## config.mk

```make
export PLATFORM = sky130hd
export DESIGN_NAME = tw_ctrl_top
export DESIGN_NICKNAME = d
export VERILOG_FILES = /design/src/rtl/tw_pkg.sv /design/src/rtl/tw_sync.sv /design/src/rtl/tw_shift_rx.sv /design/src/rtl/tw_cfg_regs.sv /design/src/rtl/tw_port_mux.sv /design/src/rtl/tw_ctrl_top.sv
export SDC_FILE = /design/constraint.sdc
export NUM_CORES = 1
export LEC_CHECK = 0
export BUFFER_PORTS_ARGS = -buffer_cell sky130_fd_sc_hd__buf_2
export CORE_UTILIZATION = 51
export CTS_BUF_LIST = sky130_fd_sc_hd__clkbuf_16
export CTS_CLUSTER_DIAMETER = 120
export DETAILED_ROUTE_END_ITERATION = 16
export PLACE_DENSITY_LB_ADDON = 0.2
export SLEW_MARGIN = 20
export SYNTH_ARGS = -nofsm -noshare
export SYNTH_HDL_FRONTEND = slang
export SYNTH_HIERARCHICAL = 1
export SYNTH_SLANG_ARGS = --single-unit
```

## constraint.sdc

```tcl
create_clock -name clk -period 1.2 [get_ports clk]
set_input_delay 0.18 -clock clk [delete_from_list [all_inputs] [get_ports clk]]
set_output_delay 0.18 -clock clk [all_outputs]
set_load 0.005 [all_outputs]
```

## src/rtl/tw_pkg.sv

```systemverilog
// Shared widths, field layouts and test-mode codes for the three-wire
// control port. Field order inside each struct follows the order the
// bits arrive on the wire, so a struct is loaded straight from the
// shift register.
package tw_pkg;
    localparam int L1_FREQ_W = 15;
    localparam int L2_FREQ_W = 16;
    localparam int L1_CP_W   = 2;
    localparam int REF_W     = 3;
    localparam int PORT_W    = 2;
    localparam int TEST_W    = 3;

    // Word lengths including the address bit.
    localparam int L1_LEN  = PORT_W + L1_CP_W + REF_W + L1_FREQ_W + 1;
    localparam int L2_LEN  = TEST_W + 1 + REF_W + L2_FREQ_W + 1;
    localparam int L2_MIN  = L2_LEN - (TEST_W - 1);
    localparam int SHIFT_W = (L2_LEN > L1_LEN) ? L2_LEN : L1_LEN;
    localparam int CNT_W   = $clog2(SHIFT_W) + 1;

    typedef struct packed {
        logic [PORT_W-1:0]    port;
        logic [L1_CP_W-1:0]   pump;
        logic [REF_W-1:0]     ref_sel;
        logic [L1_FREQ_W-1:0] freq;
    } l1_cfg_t;

    typedef struct packed {
        logic [TEST_W-1:0]    test;
        logic                 pump;
        logic [REF_W-1:0]     ref_sel;
        logic [L2_FREQ_W-1:0] freq;
    } l2_cfg_t;

    // Upper two test bits, meaningful only when the lowest test bit is 1.
    typedef enum logic [1:0] {
        TM_SINK    = 2'b00,
        TM_SOURCE  = 2'b01,
        TM_COMPARE = 2'b10,
        TM_HALVE   = 2'b11
    } test_sel_t;
endpackage

```

## src/rtl/tw_sync.sv

```systemverilog
// Level synchroniser for one asynchronous serial line.
// Assumes STAGES >= 2; all three bus lines use the same depth so their
// relative timing is preserved.
module tw_sync #(
    parameter int STAGES = 2
) (
    input  logic clk,
    input  logic rst_n,
    input  logic din,
    output logic dout
);
    logic [STAGES-1:0] pipe;

    // Shift the raw line through the flop chain.
    always_ff @(posedge clk) begin
        if (!rst_n) pipe <= '0;
        else        pipe <= {pipe[STAGES-2:0], din};
    end

    assign dout = pipe[STAGES-1];
endmodule

```

## src/rtl/tw_shift_rx.sv

```systemverilog
// Serial receiver: shifts bits on sampled clock rises while select is high,
// counts them, and on the select fall presents the right-aligned word with
// a valid strobe if the length suits the address bit.
// Assumes inputs are already synchronised to clk.
module tw_shift_rx
    import tw_pkg::*;
(
    input  logic               clk,
    input  logic               rst_n,
    input  logic               sclk_lvl,
    input  logic               sdata_lvl,
    input  logic               en_lvl,
    output logic               load_vld,
    output logic [SHIFT_W-1:0] load_word
);
    logic [SHIFT_W-1:0] shreg;
    logic [CNT_W-1:0]   cnt;
    logic               sclk_last;
    logic               en_last;
    logic               sclk_rise;
    logic               en_fall;
    logic               len_ok;

    assign sclk_rise = sclk_lvl & ~sclk_last;
    assign en_fall   = ~en_lvl & en_last;

    // Length rule: address 1 words may omit the two upper test bits.
    always_comb begin
        if (shreg[0]) len_ok = (cnt >= CNT_W'(L2_MIN));
        else          len_ok = (cnt >= CNT_W'(L1_LEN));
    end

    // Edge history of the sampled clock and select lines.
    always_ff @(posedge clk) begin
        if (!rst_n) begin
            sclk_last <= 1'b0;
            en_last   <= 1'b0;
        end else begin
            sclk_last <= sclk_lvl;
            en_last   <= en_lvl;
        end
    end

    // Shift, count and hand over the finished word.
    always_ff @(posedge clk) begin
        if (!rst_n) begin
            shreg     <= '0;
            cnt       <= '0;
            load_vld  <= 1'b0;
            load_word <= '0;
        end else begin
            load_vld <= 1'b0;
            if (en_fall) begin
                load_word <= shreg;
                load_vld  <= len_ok;
            end
            if (!en_lvl) begin
                shreg <= '0;
                cnt   <= '0;
            end else if (sclk_rise) begin
                shreg <= {shreg[SHIFT_W-2:0], sdata_lvl};
                if (cnt != '1) cnt <= cnt + 1'b1;
            end
        end
    end

    // a word is handed over only in the cycle after select was seen low.
    a_r12_load_after_fall: assert property (@(posedge clk) disable iff (!rst_n)
        load_vld |-> !$past(en_lvl));
endmodule

```

## src/rtl/tw_cfg_regs.sv

```systemverilog
// The two loop configuration registers. The address bit of a valid word
// picks which one loads; the other holds.
// Assumes load_word is right-aligned with bits above the length cleared.
module tw_cfg_regs
    import tw_pkg::*;
(
    input  logic               clk,
    input  logic               rst_n,
    input  logic               load_vld,
    input  logic [SHIFT_W-1:0] load_word,
    output l1_cfg_t            l1,
    output l2_cfg_t            l2
);
    // First loop register, address 0.
    always_ff @(posedge clk) begin
        if (!rst_n)                        l1 <= '0;
        else if (load_vld && !load_word[0]) l1 <= l1_cfg_t'(load_word[L1_LEN-1:1]);
    end

    // Second loop register, address 1.
    always_ff @(posedge clk) begin
        if (!rst_n)                       l2 <= '0;
        else if (load_vld && load_word[0]) l2 <= l2_cfg_t'(load_word[L2_LEN-1:1]);
    end

    // the first loop register holds unless an address-0 word arrives.
    a_r2_l1_hold: assert property (@(posedge clk) disable iff (!rst_n)
        !(load_vld && !load_word[0]) |=> $stable(l1));
    // the second loop register holds unless an address-1 word arrives.
    a_r3_l2_hold: assert property (@(posedge clk) disable iff (!rst_n)
        !(load_vld && load_word[0]) |=> $stable(l2));
    // one word never changes both registers.
    a_r3_single_target: assert property (@(posedge clk) disable iff (!rst_n)
        load_vld |=> !((l1 != $past(l1)) && (l2 != $past(l2))));
endmodule

```

## src/rtl/tw_port_mux.sv

```systemverilog
// Switch-port and pump-override logic: ports follow their register bits
// in normal operation and carry test strobes in the test modes.
// Assumes cmp and div strobes are synchronous to clk; a div strobe lasts
// one cycle per pulse.
module tw_port_mux
    import tw_pkg::*;
(
    input  logic              clk,
    input  logic              rst_n,
    input  logic [PORT_W-1:0] port_bits,
    input  logic [TEST_W-1:0] test,
    input  logic [PORT_W-1:0] cmp,
    input  logic [PORT_W-1:0] div,
    output logic [PORT_W-1:0] port_sink,
    output logic              pump_sink,
    output logic              pump_source,
    output logic              pump_off
);
    logic [PORT_W-1:0] half;
    test_sel_t         sel;

    assign sel = test_sel_t'(test[2:1]);

    for (genvar g = 0; g < PORT_W; g++) begin : g_half
        // Divide one loop's divider strobe by two.
        always_ff @(posedge clk) begin
            if (!rst_n)      half[g] <= 1'b0;
            else if (div[g]) half[g] <= ~half[g];
        end

        // the flop flips after each strobe and holds otherwise.
        a_r11_half_toggle: assert property (@(posedge clk) disable iff (!rst_n)
            div[g] |=> (half[g] != $past(half[g])));
        a_r11_half_hold: assert property (@(posedge clk) disable iff (!rst_n)
            !div[g] |=> $stable(half[g]));
    end

    // Select port sources and pump overrides from the test field.
    always_comb begin
        port_sink   = port_bits;
        pump_sink   = 1'b0;
        pump_source = 1'b0;
        pump_off    = 1'b0;
        if (test[0]) begin
            unique case (sel)
                TM_SINK:    pump_sink   = 1'b1;
                TM_SOURCE:  pump_source = 1'b1;
                TM_COMPARE: begin
                    pump_off  = 1'b1;
                    port_sink = cmp;
                end
                TM_HALVE:   port_sink = half;
            endcase
        end
    end

    // at most one pump override is active.
    a_r9_override_onehot: assert property (@(posedge clk) disable iff (!rst_n)
        $onehot0({pump_sink, pump_source, pump_off}));
endmodule

```

## src/rtl/tw_ctrl_top.sv

```systemverilog
// Three-wire addressed control port for two synthesiser loops.
// Synchronises the serial lines, receives words, loads the addressed
// register and drives the switch ports and pump overrides.
// Assumes clk runs several times faster than ser_clk.
module tw_ctrl_top
    import tw_pkg::*;
#(
    parameter int SYNC_STAGES = 2
) (
    input  logic                 clk,
    input  logic                 rst_n,
    input  logic                 ser_clk,
    input  logic                 ser_data,
    input  logic                 ser_en,
    input  logic                 cmp1_in,
    input  logic                 cmp2_in,
    input  logic                 div1_in,
    input  logic                 div2_in,
    output logic [L1_FREQ_W-1:0] l1_freq,
    output logic [L1_CP_W-1:0]   l1_pump,
    output logic [REF_W-1:0]     l1_ref,
    output logic [L2_FREQ_W-1:0] l2_freq,
    output logic                 l2_pump,
    output logic [REF_W-1:0]     l2_ref,
    output logic [PORT_W-1:0]    port_sink,
    output logic                 pump_sink,
    output logic                 pump_source,
    output logic                 pump_off
);
    localparam int N_LINES = 3;

    logic [N_LINES-1:0] raw_lines;
    logic [N_LINES-1:0] sync_lines;
    logic               load_vld;
    logic [SHIFT_W-1:0] load_word;
    l1_cfg_t            l1;
    l2_cfg_t            l2;

    assign raw_lines = {ser_en, ser_clk, ser_data};

    for (genvar g = 0; g < N_LINES; g++) begin : g_sync
        tw_sync #(.STAGES(SYNC_STAGES)) u_sync (
            .clk  (clk),
            .rst_n(rst_n),
            .din  (raw_lines[g]),
            .dout (sync_lines[g])
        );
    end

    tw_shift_rx u_rx (
        .clk      (clk),
        .rst_n    (rst_n),
        .sclk_lvl (sync_lines[1]),
        .sdata_lvl(sync_lines[0]),
        .en_lvl   (sync_lines[2]),
        .load_vld (load_vld),
        .load_word(load_word)
    );

    tw_cfg_regs u_regs (
        .clk      (clk),
        .rst_n    (rst_n),
        .load_vld (load_vld),
        .load_word(load_word),
        .l1       (l1),
        .l2       (l2)
    );

    tw_port_mux u_mux (
        .clk        (clk),
        .rst_n      (rst_n),
        .port_bits  (l1.port),
        .test       (l2.test),
        .cmp        ({cmp1_in, cmp2_in}),
        .div        ({div1_in, div2_in}),
        .port_sink  (port_sink),
        .pump_sink  (pump_sink),
        .pump_source(pump_source),
        .pump_off   (pump_off)
    );

    assign l1_freq = l1.freq;
    assign l1_pump = l1.pump;
    assign l1_ref  = l1.ref_sel;
    assign l2_freq = l2.freq;
    assign l2_pump = l2.pump;
    assign l2_ref  = l2.ref_sel;

    // the first cycle after reset shows quiet ports and no overrides.
    a_r1_quiet_after_reset: assert property (@(posedge clk) disable iff (!rst_n)
        !$past(rst_n) |-> (port_sink == '0 && !pump_sink && !pump_source && !pump_off));
endmodule

```

==> flow_summary.json, run 1 <==
{
  "insertion_delay_ns": 0.34,
  "synth.distinct_cells": 37,
  "drive_gt1_frac": 0.210,
  "path_delay_family": "flip-flops",
  "min_path_type": "primary input to flip-flop",
  "yosysMostFrequentCell": "nand2_1",
  "period_minus_slack_ns": 1.30,
  "drc": 0,
  "crit_chain": "mux2i_1 > a31oi_1 > buf_2",
  "relSlewSlack": 0.801,
  "seq_power_share": 0.536,
  "final_hold_viol_count": 0,
  "skew_ns": 0.00762,
  "rsz0062_at_grt": "yes",
  "syn_area_um2": 4230,
  "vias_per_cell": 5.09,
  "outcome": "finished, violations left",
  "firstDrtPassIters": 4,
  "ys_ff_latch": 110,
  "slowest_stage": "dfxtp_4",
  "clkSinkCount": 110,
  "clkPwrFrac": 0.439,
  "timing_worst_slew_pin_value_ns": 0.299,
  "maxCapViolCount": 0,
  "wirelength_mm": 8.01,
  "cts_buffer_depth": 2,
  "fmax_mhz": 771,
  "nets": 524,
  "synth_edf_count": 0,
  "synth_top_area_frac": 0.521,
  "drt_iter0_markers": 142,
  "path_buf_inv": 1,
  "ys_top_cells_by_count": "170 x nand2_1, 110 x dfxtp_1, 47 x mux2i_1",
  "peakVddDrop_mv": 0.828,
  "grt_pass1_vias": 2996,
  "crit_arrival_ns": 1.12,
  "timing.final.crit_share": 1.08,
  "ioPinCount": 54,
  "synth_area_leader_cell": "dfxtp_1",
  "grtUsageTotal": 0.199,
  "switching_share": 0.214,
  "cts-buffers-inserted": 9,
  "syn_inst": 462,
  "grt_max_degree": 76,
  "finalPower_mw": 6.83,
  "synth_nets": 473,
  "violations": "negative setup slack",
  "core-area_um2": 7890,
  "die_area_um2": 8660,
  "io_buffers": 53,
  "dp_hpwl_mm": 5.34,
  "post_synth.cell_area_avg_um2": 9.15,
  "crit_type": "flip-flop to primary output",
  "wire_per_inst_um": 12.9,
  "area_growth_pct": 17.8,
  "cts-root-buf": "clkbuf_16",
  "critPathCaptureType": "primary output",
  "power_frac_comb": 0.025,
  "overflow": 0,
  "fin_util": 0.631,
  "grt_pass1_wl_mm": 13.6,
  "crit_required_ns": 1.02,
  "setup_viol": 6,
  "place.gp.congestion": 0.772,
  "die_w_um": 93.0,
  "vias": 3156,
  "num_rows": 32,
  "seq_area_frac_synth": 0.521,
  "clk_pin_slew_ns": 0.07,
  "fp.dieH_um": 93.0,
  "p_leak_nw": 1.80,
  "layout_setup_ws_ns": -0.0971,
  "cts_tree": "yes",
  "cp_max_fo": 5,
  "p_int_mw": 5.37,
  "start_util": 0.536,
  "cp-start-kind": "flip-flop",
  "critPathMaxStageDelay_ns": 0.38,
  "ys_async_sr_fraction": 0,
  "yosysWarnings": 6,
  "pre_cts_ws_ns": -0.0153,
  "synth_ff_type": "dfxtp_1",
  "synthTopCellsByArea": "dfxtp_1 52%, nand2_1 15%, mux2i_1 11%",
  "power_switching_mw": 1.47,
  "htreeDepth": 3,
  "antenna_found_initial": 0,
  "drv_slew": 0,
  "antenna-diode-count": 0,
  "ant_nets": 0,
  "power_density_nw_per_um2": 1370
}
## registers in the layout, indices dropped and copies added, names as in the netlist
register / count
u_rx/load_word: 24
g_sync.u_sync/pipe: 6
u_rx/cnt: 6
u_regs/l1: 22
u_regs/l2: 23
u_rx/sclk_last: 1
u_rx/load_vld: 1
u_rx/shreg: 24
u_mux/half: 2
u_rx/en_last: 1
## stage by stage
step	cells	TNS, ns	hold WS, ns	cell area [um2]
2_1_floorplan	462	0	0.302	4230
4_1_cts	619	-0.311	0.0261	4950
3_5_place_dp	603	-0.0232	0.385	4610
5_1_grt	620	-0.776	0.0265	4980
6_report	620	-0.360	0.0364	4980
3_3_place_gp	603	0	0.382	4610
## power groups by stage
stage                     clock network [mW]  registers [mW]  logic [mW]
after global placement                     0            3.76       0.170
after CTS                               3.07            3.67       0.174
after detailed placement                   0            3.76       0.173
after floorplan                            0            3.76       0.121
final                                   3.00            3.66       0.171
after global routing                    3.22            3.67       0.189
## final cells by class
type | count | area [um2]
clock buffers | 9 | 225
clock inverters | 7 | 81.3
fillers | 694 | 2910
inverters | 4 | 15.0
multi-input cells | 315 | 1820
flip-flops and latches | 110 | 2220
well taps | 102 | 128
repair buffers | 73 | 490
## per-layer routing
layer  GRT usage  vias up  part of all wire
met5           0        -                 0
met4      0.0577        0             0.011
met1       0.249     1464              0.49
met3      0.0496        8             0.039
li1            -     1622                 -
met2       0.338       62              0.46
## what timing repair did
item	CTS	global route
pin swaps	4	6
buffers inserted	0	1
resized for setup	10	8
hold buffers	0	0
setup endpoints to repair	9	23
## cell usage in the layout (no fill, tap or decap), types with 4 or more instances in the layout
master and count:
buf_12 6, nand2_1 169, and2_1 9, a21boi_1 20
buf_2 53, dfxtp_1 104, clkbuf_16 9, buf_4 14
mux2i_1 47, a21oi_1 30, a21boi_0 4, dfxtp_4 5
## kinds of logic after synthesis
| kind of cell | count (synthesis) | share of synthesized area |
|---|---|---|
| muxes | 47 | 0.111 |
| buffers and inverters | 37 | 0.0577 |
| adders and majority gates | 2 | 0.00592 |
| DFF | 110 | 0.521 |
| and+or+nand+nor | 198 | 0.199 |
| AOI/OAI and AO/OA | 66 | 0.101 |
| xor gates and xnor gates | 2 | 0.00415 |
## worst paths after layout
check	start	endpoint	slack, ns	cells after the start
setup reg to reg	u_rx/cnt[0]$_SDFFE_PN0P_	u_rx/load_vld$_SDFF_PN0_	-0.01	5
hold reg to reg	g_sync[2].u_sync/pipe[0]$_SDFF_PN0_	g_sync[2].u_sync/pipe[1]$_SDFF_PN0_	0.44	1
setup / recovery	u_regs/l2[21]$_SDFFE_PN0P_	port_sink[0]	-0.1	3
hold / removal	ser_en	g_sync[2].u_sync/pipe[0]$_SDFF_PN0_	0.04	2
## worst register-to-register path: cells and delay by family (launching register included)
| kind | cells | cell delay, ns |
|---|---|---|
| flops | 1 | 0.37 |
| buf+inv | 1 | 0.04 |
| compound gates | 2 | 0.19 |
| simple gates | 1 | 0.34 |
| fa+ha+maj | 1 | 0.16 |
Power figures use the tool's default switching activity.
==> inputs of run 2 (changes only) <==
CORE_UTILIZATION = 55   (was 51)
clock period = 1.5 ns   (was 1.2 ns; I/O delays follow)
==> flow_summary.json, run 2 (synthesized netlist as in run 1, its figures left out) <==
{
  "whs_ns": 0.0833,
  "tns_ns": 0,
  "die_area_um2": 8040,
  "most-common-layout-cells": "170 x nand2_1, 107 x dfxtp_1, 53 x buf_2, 47 x mux2i_1, 30 x a21oi_1",
  "r2r_slack_ns": 0.16,
  "die_w_um": 89.7,
  "vias": 3101,
  "slowest_stage": "dfxtp_2",
  "htreeDepth": 3,
  "maxCapViolCount": 0,
  "power_switching_mw": 1.18,
  "power_frac_comb": 0.024,
  "fin_util": 0.657,
  "wire_per_inst_um": 13.0,
  "grtUsageTotal": 0.208,
  "power_density_nw_per_um2": 1140,
  "crit_required_ns": 1.27,
  "overflow": 0,
  "crit_arrival_ns": 1.16,
  "cp_max_fo": 6,
  "nFillCells": 611,
  "clkPwrFrac": 0.439,
  "peakVddDrop_mv": 0.621,
  "setup_viol": 0,
  "drv_slew": 0,
  "vias_per_cell": 5.11,
  "drt_iter0_markers": 168,
  "grt_max_degree": 81,
  "area_growth_pct": 13.9,
  "clk_pin_slew_ns": 0.07,
  "layout_setup_ws_ns": 0.113,
  "switching_share": 0.215,
  "min_path_type": "primary input to flip-flop",
  "antenna-diode-count": 0,
  "crit_type": "flip-flop to primary output",
  "cp-start-kind": "flip-flop",
  "fp.dieH_um": 89.7,
  "crit_chain": "mux2i_1 > a31oi_1 > buf_2",
  "grt_pass1_vias": 2752,
  "p_int_mw": 4.30,
  "num_rows": 31,
  "timing.final.crit_share": 0.925,
  "relSlewSlack": 0.717,
  "dp_hpwl_mm": 5.04,
  "outcome": "finished, final reports clean",
  "crit_path_start": "u_regs/l2[21]$_SDFFE_PN0P_",
  "drc": 0,
  "clkSinkCount": 110,
  "critPathCaptureType": "primary output",
  "timing_worst_slew_pin_value_ns": 0.424,
  "layout_commonest_cell": "nand2_1",
  "cts_buffer_depth": 2,
  "nets": 514,
  "insertion_delay_ns": 0.34,
  "reg_top3": "u_rx/load_word x24, u_rx/shreg x24, u_regs/l2 x23",
  "pre_cts_ws_ns": 0.119,
  "worstHoldStart": "ser_en",
  "firstDrtPassIters": 4,
  "path_delay_family": "flip-flops",
  "fmax_mhz": 721,
  "skew_ns": 0.00849,
  "rsz0062_at_grt": "no",
  "place.gp.congestion": 0.805,
  "period_minus_slack_ns": 1.39,
  "drive_gt1_frac": 0.179,
  "ioPinCount": 54,
  "start_util": 0.577,
  "antenna_found_initial": 0,
  "path_buf_inv": 1,
  "io_buffers": 53,
  "seq_power_share": 0.537,
  "wirelength_mm": 7.87,
  "core-area_um2": 7330,
  "cts_tree": "yes",
  "cts-root-buf": "clkbuf_16",
  "p_leak_nw": 1.73,
  "critPathMaxStageDelay_ns": 0.40,
  "grt_pass1_wl_mm": 12.8,
  "finalPower_mw": 5.48,
  "final_hold_viol_count": 0,
  "ant_nets": 0,
  "cts-buffers-inserted": 9,
  "r2r-start": "u_rx/cnt[1]$_SDFFE_PN0P_"
}
==> run 2: per-layer routing <==
layer | track usage | wire length (um) | vias to the layer above
met2 | 0.320 | 3450 | 80
met1 | 0.289 | 3920 | 1418
met3 | 0.0503 | 440 | 5
met4 | 0.0649 | 63 | 0
li1 | - | - | 1598
met5 | 0 | 0 | -
==> run 2: timing repair <==
item                                    in CTS  in global routing
gates resized for setup                      0                  4
hold buffers                                 0                  0
endpoints found under the setup margin       0                  3
buffers inserted                             0                  0
==> run 2: final cells by class <==
type | instances | area (um2) | area share
multi-input combinational | 315 | 1790 | 0.371
tap | 99 | 124 | 0.0257
sequential | 110 | 2210 | 0.458
timing repair buffer | 63 | 378 | 0.0785
clock buffer | 9 | 225 | 0.0468
clock inverter | 7 | 82.6 | 0.0171
inverter | 4 | 15.0 | 0.00312
==> run 2: worst paths after layout <==
check / endpoint / cells past startpoint
setup reg to reg: u_rx/cnt[0]$_SDFFE_PN0P_ / 4
setup / recovery: port_sink[0] / 3
hold / removal: g_sync[2].u_sync/pipe[0]$_SDFF_PN0_ / 2
hold reg to reg: g_sync[2].u_sync/pipe[1]$_SDFF_PN0_ / 1
==> run 2: per-stage QoR <==
step | instance area, um2 | cells
after CTS | 4810 | 607
after global placement | 4500 | 591
after detailed placement | 4500 | 591
final | 4820 | 607
after global routing | 4820 | 607
after floorplan | 4230 | 462
==> run 2: worst register-to-register path, stage by stage (launching register included) <==
cell,delay [ns]
dfxtp_1,0.40
ha_2,0.27
nand4_1,0.18
o21ai_2,0.22
mux2i_1,0.21
==> run 2: power by group through the flow <==
stage | Sequential, mW | Combinational, mW | Clock (mW)
3_3_place_gp | 3.01 | 0.130 | 0
5_1_grt | 2.94 | 0.146 | 2.59
2_1_floorplan | 3.01 | 0.0970 | 0
3_5_place_dp | 3.01 | 0.132 | 0
4_1_cts | 2.94 | 0.133 | 2.45
6_report | 2.94 | 0.132 | 2.41
